$ cat config.mk
export PLATFORM = sky130hd
export DESIGN_NAME = madd_pipe
export DESIGN_NICKNAME = d
export VERILOG_FILES = /design/src/rtl/madd_pkg.sv /design/src/rtl/madd_operand_stage.sv /design/src/rtl/madd_product_stage.sv /design/src/rtl/madd_sum_stage.sv /design/src/rtl/madd_pipe.sv
export SDC_FILE = /design/constraint.sdc
export NUM_CORES = 1
export LEC_CHECK = 0
export CAP_MARGIN = 20
export CORE_ASPECT_RATIO = 0.8
export CORE_UTILIZATION = 56
export CTS_BUF_LIST = sky130_fd_sc_hd__clkbuf_4 sky130_fd_sc_hd__clkbuf_8
export CTS_CLUSTER_SIZE = 20
export DETAILED_ROUTE_END_ITERATION = 7
export GPL_TIMING_DRIVEN = 0
export PLACE_DENSITY_LB_ADDON = 0.2
export SLEW_MARGIN = 20
export SYNTH_ARGS = -nofsm -noshare
export SYNTH_HDL_FRONTEND = slang
export SYNTH_HIERARCHICAL = 1
export SYNTH_SLANG_ARGS = --single-unit
$ cat constraint.sdc
create_clock -name clk_i -period 8.6 [get_ports clk_i]
set_input_delay 2.15 -clock clk_i [delete_from_list [all_inputs] [get_ports clk_i]]
set_output_delay 2.15 -clock clk_i [all_outputs]
set_load 0.01 [all_outputs]
$ cat src/rtl/madd_pkg.sv
package madd_pkg;
  localparam int unsigned DEF_OP_W = 16;

  function automatic int unsigned prod_width(input int unsigned op_w);
    return 2 * op_w;
  endfunction

  function automatic int unsigned res_width(input int unsigned op_w);
    return 2 * op_w + 1;
  endfunction
endpackage

$ cat src/rtl/madd_operand_stage.sv
module madd_operand_stage #(
  parameter int unsigned OP_W = madd_pkg::DEF_OP_W
) (
  input  logic                   clk_i,
  input  logic                   rst_ni,
  input  logic                   valid_i,
  input  logic signed [OP_W-1:0] a_i,
  input  logic signed [OP_W-1:0] b_i,
  input  logic signed [OP_W-1:0] c_i,
  output logic                   valid_o,
  output logic signed [OP_W-1:0] a_o,
  output logic signed [OP_W-1:0] b_o,
  output logic signed [OP_W-1:0] c_o
);
  always_ff @(posedge clk_i or negedge rst_ni) begin
    if (!rst_ni) valid_o <= 1'b0;
    else         valid_o <= valid_i;
  end

  // addend held one stage so it meets its product
  always_ff @(posedge clk_i) begin
    a_o <= a_i;
    b_o <= b_i;
    c_o <= c_i;
  end
endmodule

$ cat src/rtl/madd_product_stage.sv
module madd_product_stage #(
  parameter int unsigned OP_W = madd_pkg::DEF_OP_W,
  localparam int unsigned PROD_W = madd_pkg::prod_width(OP_W)
) (
  input  logic                     clk_i,
  input  logic                     rst_ni,
  input  logic                     valid_i,
  input  logic signed [OP_W-1:0]   a_i,
  input  logic signed [OP_W-1:0]   b_i,
  input  logic signed [OP_W-1:0]   c_i,
  output logic                     valid_o,
  output logic signed [PROD_W-1:0] prod_o,
  output logic signed [OP_W-1:0]   c_o
);
  logic signed [PROD_W-1:0] a_ext, b_ext, prod_d;

  assign a_ext  = a_i;
  assign b_ext  = b_i;
  assign prod_d = a_ext * b_ext;

  always_ff @(posedge clk_i or negedge rst_ni) begin
    if (!rst_ni) valid_o <= 1'b0;
    else         valid_o <= valid_i;
  end

  always_ff @(posedge clk_i) begin
    prod_o <= prod_d;
    c_o    <= c_i;
  end
endmodule

$ cat src/rtl/madd_sum_stage.sv
module madd_sum_stage #(
  parameter int unsigned OP_W = madd_pkg::DEF_OP_W,
  localparam int unsigned PROD_W = madd_pkg::prod_width(OP_W),
  localparam int unsigned RES_W  = madd_pkg::res_width(OP_W)
) (
  input  logic                     clk_i,
  input  logic                     rst_ni,
  input  logic                     valid_i,
  input  logic signed [PROD_W-1:0] prod_i,
  input  logic signed [OP_W-1:0]   c_i,
  output logic                     valid_o,
  output logic signed [RES_W-1:0]  sum_o
);
  logic signed [RES_W-1:0] prod_ext, c_ext;

  assign prod_ext = prod_i;
  assign c_ext    = c_i;

  always_ff @(posedge clk_i or negedge rst_ni) begin
    if (!rst_ni) valid_o <= 1'b0;
    else         valid_o <= valid_i;
  end

  always_ff @(posedge clk_i) begin
    sum_o <= prod_ext + c_ext;
  end
endmodule

$ cat src/rtl/madd_pipe.sv
module madd_pipe #(
  parameter int unsigned OP_W = madd_pkg::DEF_OP_W,
  localparam int unsigned PROD_W = madd_pkg::prod_width(OP_W),
  localparam int unsigned RES_W  = madd_pkg::res_width(OP_W)
) (
  input  logic                    clk_i,
  input  logic                    rst_ni,
  input  logic                    in_valid_i,
  input  logic signed [OP_W-1:0]  a_i,
  input  logic signed [OP_W-1:0]  b_i,
  input  logic signed [OP_W-1:0]  c_i,
  output logic                    out_valid_o,
  output logic signed [RES_W-1:0] result_o
);
  logic                     s1_valid, s2_valid;
  logic signed [OP_W-1:0]   s1_a, s1_b, s1_c, s2_c;
  logic signed [PROD_W-1:0] s2_prod;

  madd_operand_stage #(.OP_W(OP_W)) i_seg1 (
    .clk_i  (clk_i),
    .rst_ni (rst_ni),
    .valid_i(in_valid_i),
    .a_i    (a_i),
    .b_i    (b_i),
    .c_i    (c_i),
    .valid_o(s1_valid),
    .a_o    (s1_a),
    .b_o    (s1_b),
    .c_o    (s1_c)
  );

  madd_product_stage #(.OP_W(OP_W)) i_seg2 (
    .clk_i  (clk_i),
    .rst_ni (rst_ni),
    .valid_i(s1_valid),
    .a_i    (s1_a),
    .b_i    (s1_b),
    .c_i    (s1_c),
    .valid_o(s2_valid),
    .prod_o (s2_prod),
    .c_o    (s2_c)
  );

  madd_sum_stage #(.OP_W(OP_W)) i_seg3 (
    .clk_i  (clk_i),
    .rst_ni (rst_ni),
    .valid_i(s2_valid),
    .prod_i (s2_prod),
    .c_i    (s2_c),
    .valid_o(out_valid_o),
    .sum_o  (result_o)
  );
endmodule

# Word level (Yosys, flattened, before mapping)
# Cells that the tools add are included.
word_totals:
  word_cells: 11
  ff_bits: 132
  output_inout_bits: 34
op_classes:
  multipliers: 1
  addsub: 1
op_table:
  columns: ["cell", "count"]
  rows:
  - ["32-bit by 16-bit adder with 33-bit output", 1]
  - ["16-bit by 16-bit multiplier with 32-bit output", 1]

# Depth between registers and ports, before layout
depth:
  ltp_word: 1
  mapped_depth: 22
  depth_no_buf: 20

# Cells and area by module
# Netlist, hierarchy kept.
modules_own_cells:
  columns: ["mod", "area_per_inst_um2", "cells_per_inst", "instances"]
  rows:
  - ["madd_product_stage", 10884.2, 1149, 1]
  - ["madd_sum_stage", 2348.5, 254, 1]
  - ["madd_operand_stage", 985.9, 49, 1]

# Worst setup path after synthesis
# Ideal clock, no wire load.
synth_path:
  path_kind: "register -> register"
  start: "register i_seg1.a_o[15]"
  end: "register i_seg2.prod_o[31]"
  setup_ns: 0.127
  path_buffers: 1
  arrival_ns: 5.931
  stages_incl_launch_ff: 20
  slack_ns: 2.543
  t_required_ns: 8.473
  path_cell_list: "dfxtp_1 clkbuf_1 nand2_1 inv_1 fa_1 fa_1 fa_1 fa_1 fa_1 inv_1 fa_1 inv_1 ha_1 a21oi_1 o21ai_0 a211o_1 a221oi_2 nand2_1 a2111oi_2 nor3_1"
synth_via:
  elab_chain_len: 1
synth_rtl:
  columns: ["item", "line", "source"]
  rows:
  - ["start, declared", "madd_operand_stage.sv:11", "output logic signed [OP_W-1:0] a_o,"]
  - ["start signal, assigned", "madd_operand_stage.sv:22", "a_o <= a_i;"]
  - ["16-bit by 16-bit multiplier with 32-bit output", "madd_product_stage.sv:19", "assign prod_d = a_ext * b_ext;"]
  - ["via i_seg2.prod_d[31]", "madd_product_stage.sv:15", "logic signed [PROD_W-1:0] a_ext, b_ext, prod_d;"]
  - ["end signal, assigned", "madd_product_stage.sv:27", "prod_o <= prod_d;"]
  - ["end, declared", "madd_product_stage.sv:12", "output logic signed [PROD_W-1:0] prod_o,"]
# The timed path passes the listed nets, and every way through them passes these cells.

# Worst setup path after layout
layout_path:
  start: "register i_seg1.b_o[1]"
  end: "register i_seg2.prod_o[31]"
layout_via:
  elab_chain_len: 1
layout_rtl:
  columns: ["item", "line", "source"]
  rows:
  - ["start, declared", "madd_operand_stage.sv:12", "output logic signed [OP_W-1:0] b_o,"]
  - ["start signal, assigned", "madd_operand_stage.sv:23", "b_o <= b_i;"]
  - ["16-bit by 16-bit multiplier with 32-bit output", "madd_product_stage.sv:19", null]
  - ["via i_seg2.prod_d[31]", "madd_product_stage.sv:15", null]
# The timed path passes the listed nets, and every way through them passes these cells.

==> run_results.csv <==
group,metric,value,unit
outcome,outcome,"complete, no violations",
drt,drc,0,
setup_path,r2r-start,"i_seg1/b_o[1]",
synthesis,syn_avg_cell_area,9.79,um2
drt,via_per_inst,5.28,
clock_network,cts_buffers,17,
timing,relSlewSlack,52.3,%
timing,max_freq,141,MHz
global_routing,antenna_found_initial,0,
min_path,hold_path.class,"register to register",
floorplanning,die-area,0.0260,mm2
global_routing,grt_pass1_wl,53.4,mm
timing,tightest_slew,0.716,ns
setup_path,r2r_slack,1.52,ns
placement,dp_hpwl,26.7,mm
placement,port_buffers,84,
synthesis,netlist_area,0.0142,mm2
timing,setup_viol,0,
drt,routed_wl,32.0,mm
clock_network,cts_sinks,132,
global_routing,grtUsageTotal,27.0,%
synthesis,ys_warn_count,6,
synthesis,ys_seq_elements,132,
finish,final_nets,1983,
floorplanning,die_x,180,um
clock_network,h-tree-depth,4,
timing,final_min_period_over_clock_period,82.3,%
timing,finClkSkew,0.0126,ns
clock_network,holdBufCountCts,0,
drt,drt_pass1_iterations,5,
clock_network,clk_latency,0.47,ns
synthesis,ys.flop_type,"dfxtp_1",
setup_path,path_cells,"clkbuf_1, nand2_1, inv_1, fa_1, fa_1, fa_1, fa_1, fa_1, inv_1, fa_1, inv_1, ha_1, a21oi_1, o21ai_0, a211o_1, a221oi_2, nand2_1, a2111oi_2, nor3_1",
floorplanning,start_util,57.7,%
setup_path,timing.rr.end,"i_seg2/prod_o[31]",
timing,hold_viol_final,0,
global_routing,grt_overflow_total,0,
drt,ant_nets,0,
placement,dp_slack,1.59,ns
timing,fin_crit,7.08,ns
clock_network,cts.clk_slew.worst_paths,0.08,ns
finish,final_common_cell,"inv_1",
setup_path,crit_fanout,10,
timing,rsz0062_at_grt,"no",
setup_path,cp-end-kind,"register",
floorplanning,fp-row-count,51,
floorplanning,pin_count,85,
setup_path,crit_start,"i_seg1/b_o[1]",
clock_network,ctsResizeCount,0,
setup_path,crit_required,8.94,ns
clock_network,post_cts.repair.setup_buffers,0,
drt,vias,9966,
setup_path,worst-path-stages,19,
timing,finalSetupTns,0,ns
finish,drive_gt1_share,3.76,%
job,max-cap-violations,0,
finish,mostFrequentLayoutCells,"inv_1, fa_1, nand2_1",
setup_path,cpMostUsedCell,"fa_1",
clock_network,cts_tree,"done",
finish,antennaDiodeCount,0,
min_path,hold_start,"i_seg1/c_o[7]",
synthesis,ys_types,69,
global_routing,grt_max_degree,18,
min_path,whs_path_depth,0,
setup_path,reg2reg_depth,19,
setup_path,start_kind,"register",
finish,area_delta_synth_final,11.6,%
placement,place_congestion,0.953,
timing,layout_setup_ws,1.52,ns
floorplanning,die_h,145,um
setup_path,crit_buf_inv,4,
synthesis,synth-edff-count,0,
global_routing,grt_pass1_vias,10300,
setup_path,slowest_delay,0.88,ns
drt,drt_iter0_markers,648,
floorplanning,core_area,0.0246,mm2
synthesis,netlist_instances,1452,
clock_network,root_buffer,"clkbuf_8",
min_path,min_to,"i_seg2/c_o[7]",
drt,wire_per_inst,16.9,um
clock_network,cts_buffer_depth,2,
setup_path,crit_path_top_delay_cell,"fa_1",
synthesis,synthArstFlopShare,2.27,%
timing,slew_violations,0,
setup_path,crit_family,"adder cells",
synthesis,synth_fp_nets,1880,
setup_path,cp.arrival,7.42,ns
synthesis,ys_seq_area_share,18.7,%
setup_path,path_class,"register to register",
-- worst max-delay path by stage --
stage | slack [ns] | end
after global placement | 1.62 | i_seg2/prod_o[31]
after detailed placement | 1.59 | i_seg2/prod_o[31]
after global routing | 1.10 | i_seg2/prod_o[31]
after CTS | 1.58 | i_seg2/prod_o[31]
final | 1.52 | i_seg2/prod_o[31]
after floorplan | 2.54 | i_seg2/prod_o[31]
-- state kept, by name, indices dropped and copies added, names as in the netlist --
| signal | cells |
|---|---|
| i_seg2/prod_o | 32 |
| i_seg3/sum_o | 33 |
| i_seg1/valid_o | 1 |
| i_seg2/valid_o | 1 |
| i_seg2/c_o | 16 |
| i_seg1/a_o | 16 |
| i_seg3/valid_o | 1 |
| i_seg1/c_o | 16 |
| i_seg1/b_o | 16 |
-- stage by stage --
step                utilization (%)  area, um2  hold WS, ns  std cells
floorplan                         -      14200        0.310       1452
global placement               62.8      15500        0.311       1854
detailed placement             62.8      15500        0.312       1854
CTS                            64.4      15900        0.332       1886
global route                   64.4      15900        0.338       1886
finish                         64.4      15900        0.330       1886
-- cells in the mapped netlist, types with 3 or more instances --
library cell | n | share of area, %
nand2b_1 | 7 | 0.31
fa_1 | 263 | 37
and3_1 | 5 | 0.22
nand4_1 | 3 | 0.13
o21a_1 | 5 | 0.26
inv_1 | 301 | 7.9
nor4_1 | 3 | 0.13
o311ai_0 | 3 | 0.18
o21bai_1 | 9 | 0.48
a211oi_2 | 3 | 0.26
ha_1 | 114 | 10
dfrtp_1 | 3 | 0.53
xnor2_1 | 40 | 2.5
or3_1 | 4 | 0.18
a21o_1 | 21 | 1.1
xor2_1 | 18 | 1.1
nand2_1 | 148 | 3.9
o211ai_1 | 4 | 0.21
nand3_1 | 15 | 0.53
o21ai_0 | 27 | 0.95
o22ai_1 | 3 | 0.13
clkbuf_1 | 35 | 0.92
dfxtp_1 | 129 | 18
nor2b_1 | 3 | 0.13
a21boi_0 | 4 | 0.21
nor2_1 | 39 | 1.0
a221oi_2 | 3 | 0.32
and2_1 | 127 | 5.6
a21oi_1 | 54 | 1.9
nor3_1 | 4 | 0.14
a211oi_1 | 8 | 0.42
-- area by class of cell --
cell class                      instances  area (um2)
Sequential cell                       132        2660
Tap cell                              318         398
Inverter                              301        1130
Buffer                                 38         153
Fill cell                            2031        8760
Multi-Input combinational cell        981       10300
Timing Repair Buffer                   84         841
Clock buffer                           20         269
Clock inverter                         12         145
-- cell families after synthesis --
| group | Yosys count | share of synthesized area [%] |
|---|---|---|
| DFF | 132 | 18.7 |
| adders and majority gates | 377 | 47.1 |
| and+or+nand+nor | 372 | 13.2 |
| buffers and inverters | 339 | 9.02 |
| AOI/OAI and AO/OA | 172 | 8.32 |
| muxes | 2 | 0.150 |
| xor gates and xnor gates | 58 | 3.57 |
-- worst reg2reg max path, delay by kind of cell (launching register included) --
kind | cells | cell delay, ns
compound gates | 5 | 1.55
fa+ha+maj | 7 | 3.80
buf+inv | 4 | 0.74
flops | 1 | 0.42
simple gates | 3 | 0.46
-- routing by layer --
layer | track usage [%] | part of all wire (%)
met1 | 38.3 | 48
met2 | 40.3 | 41
met3 | 7.55 | 9.4
met4 | 8.14 | 1.9
met5 | 0 | 0
Power is not shown: default switching activity piles up to over one toggle a cycle in this logic, so the estimate is an artifact.
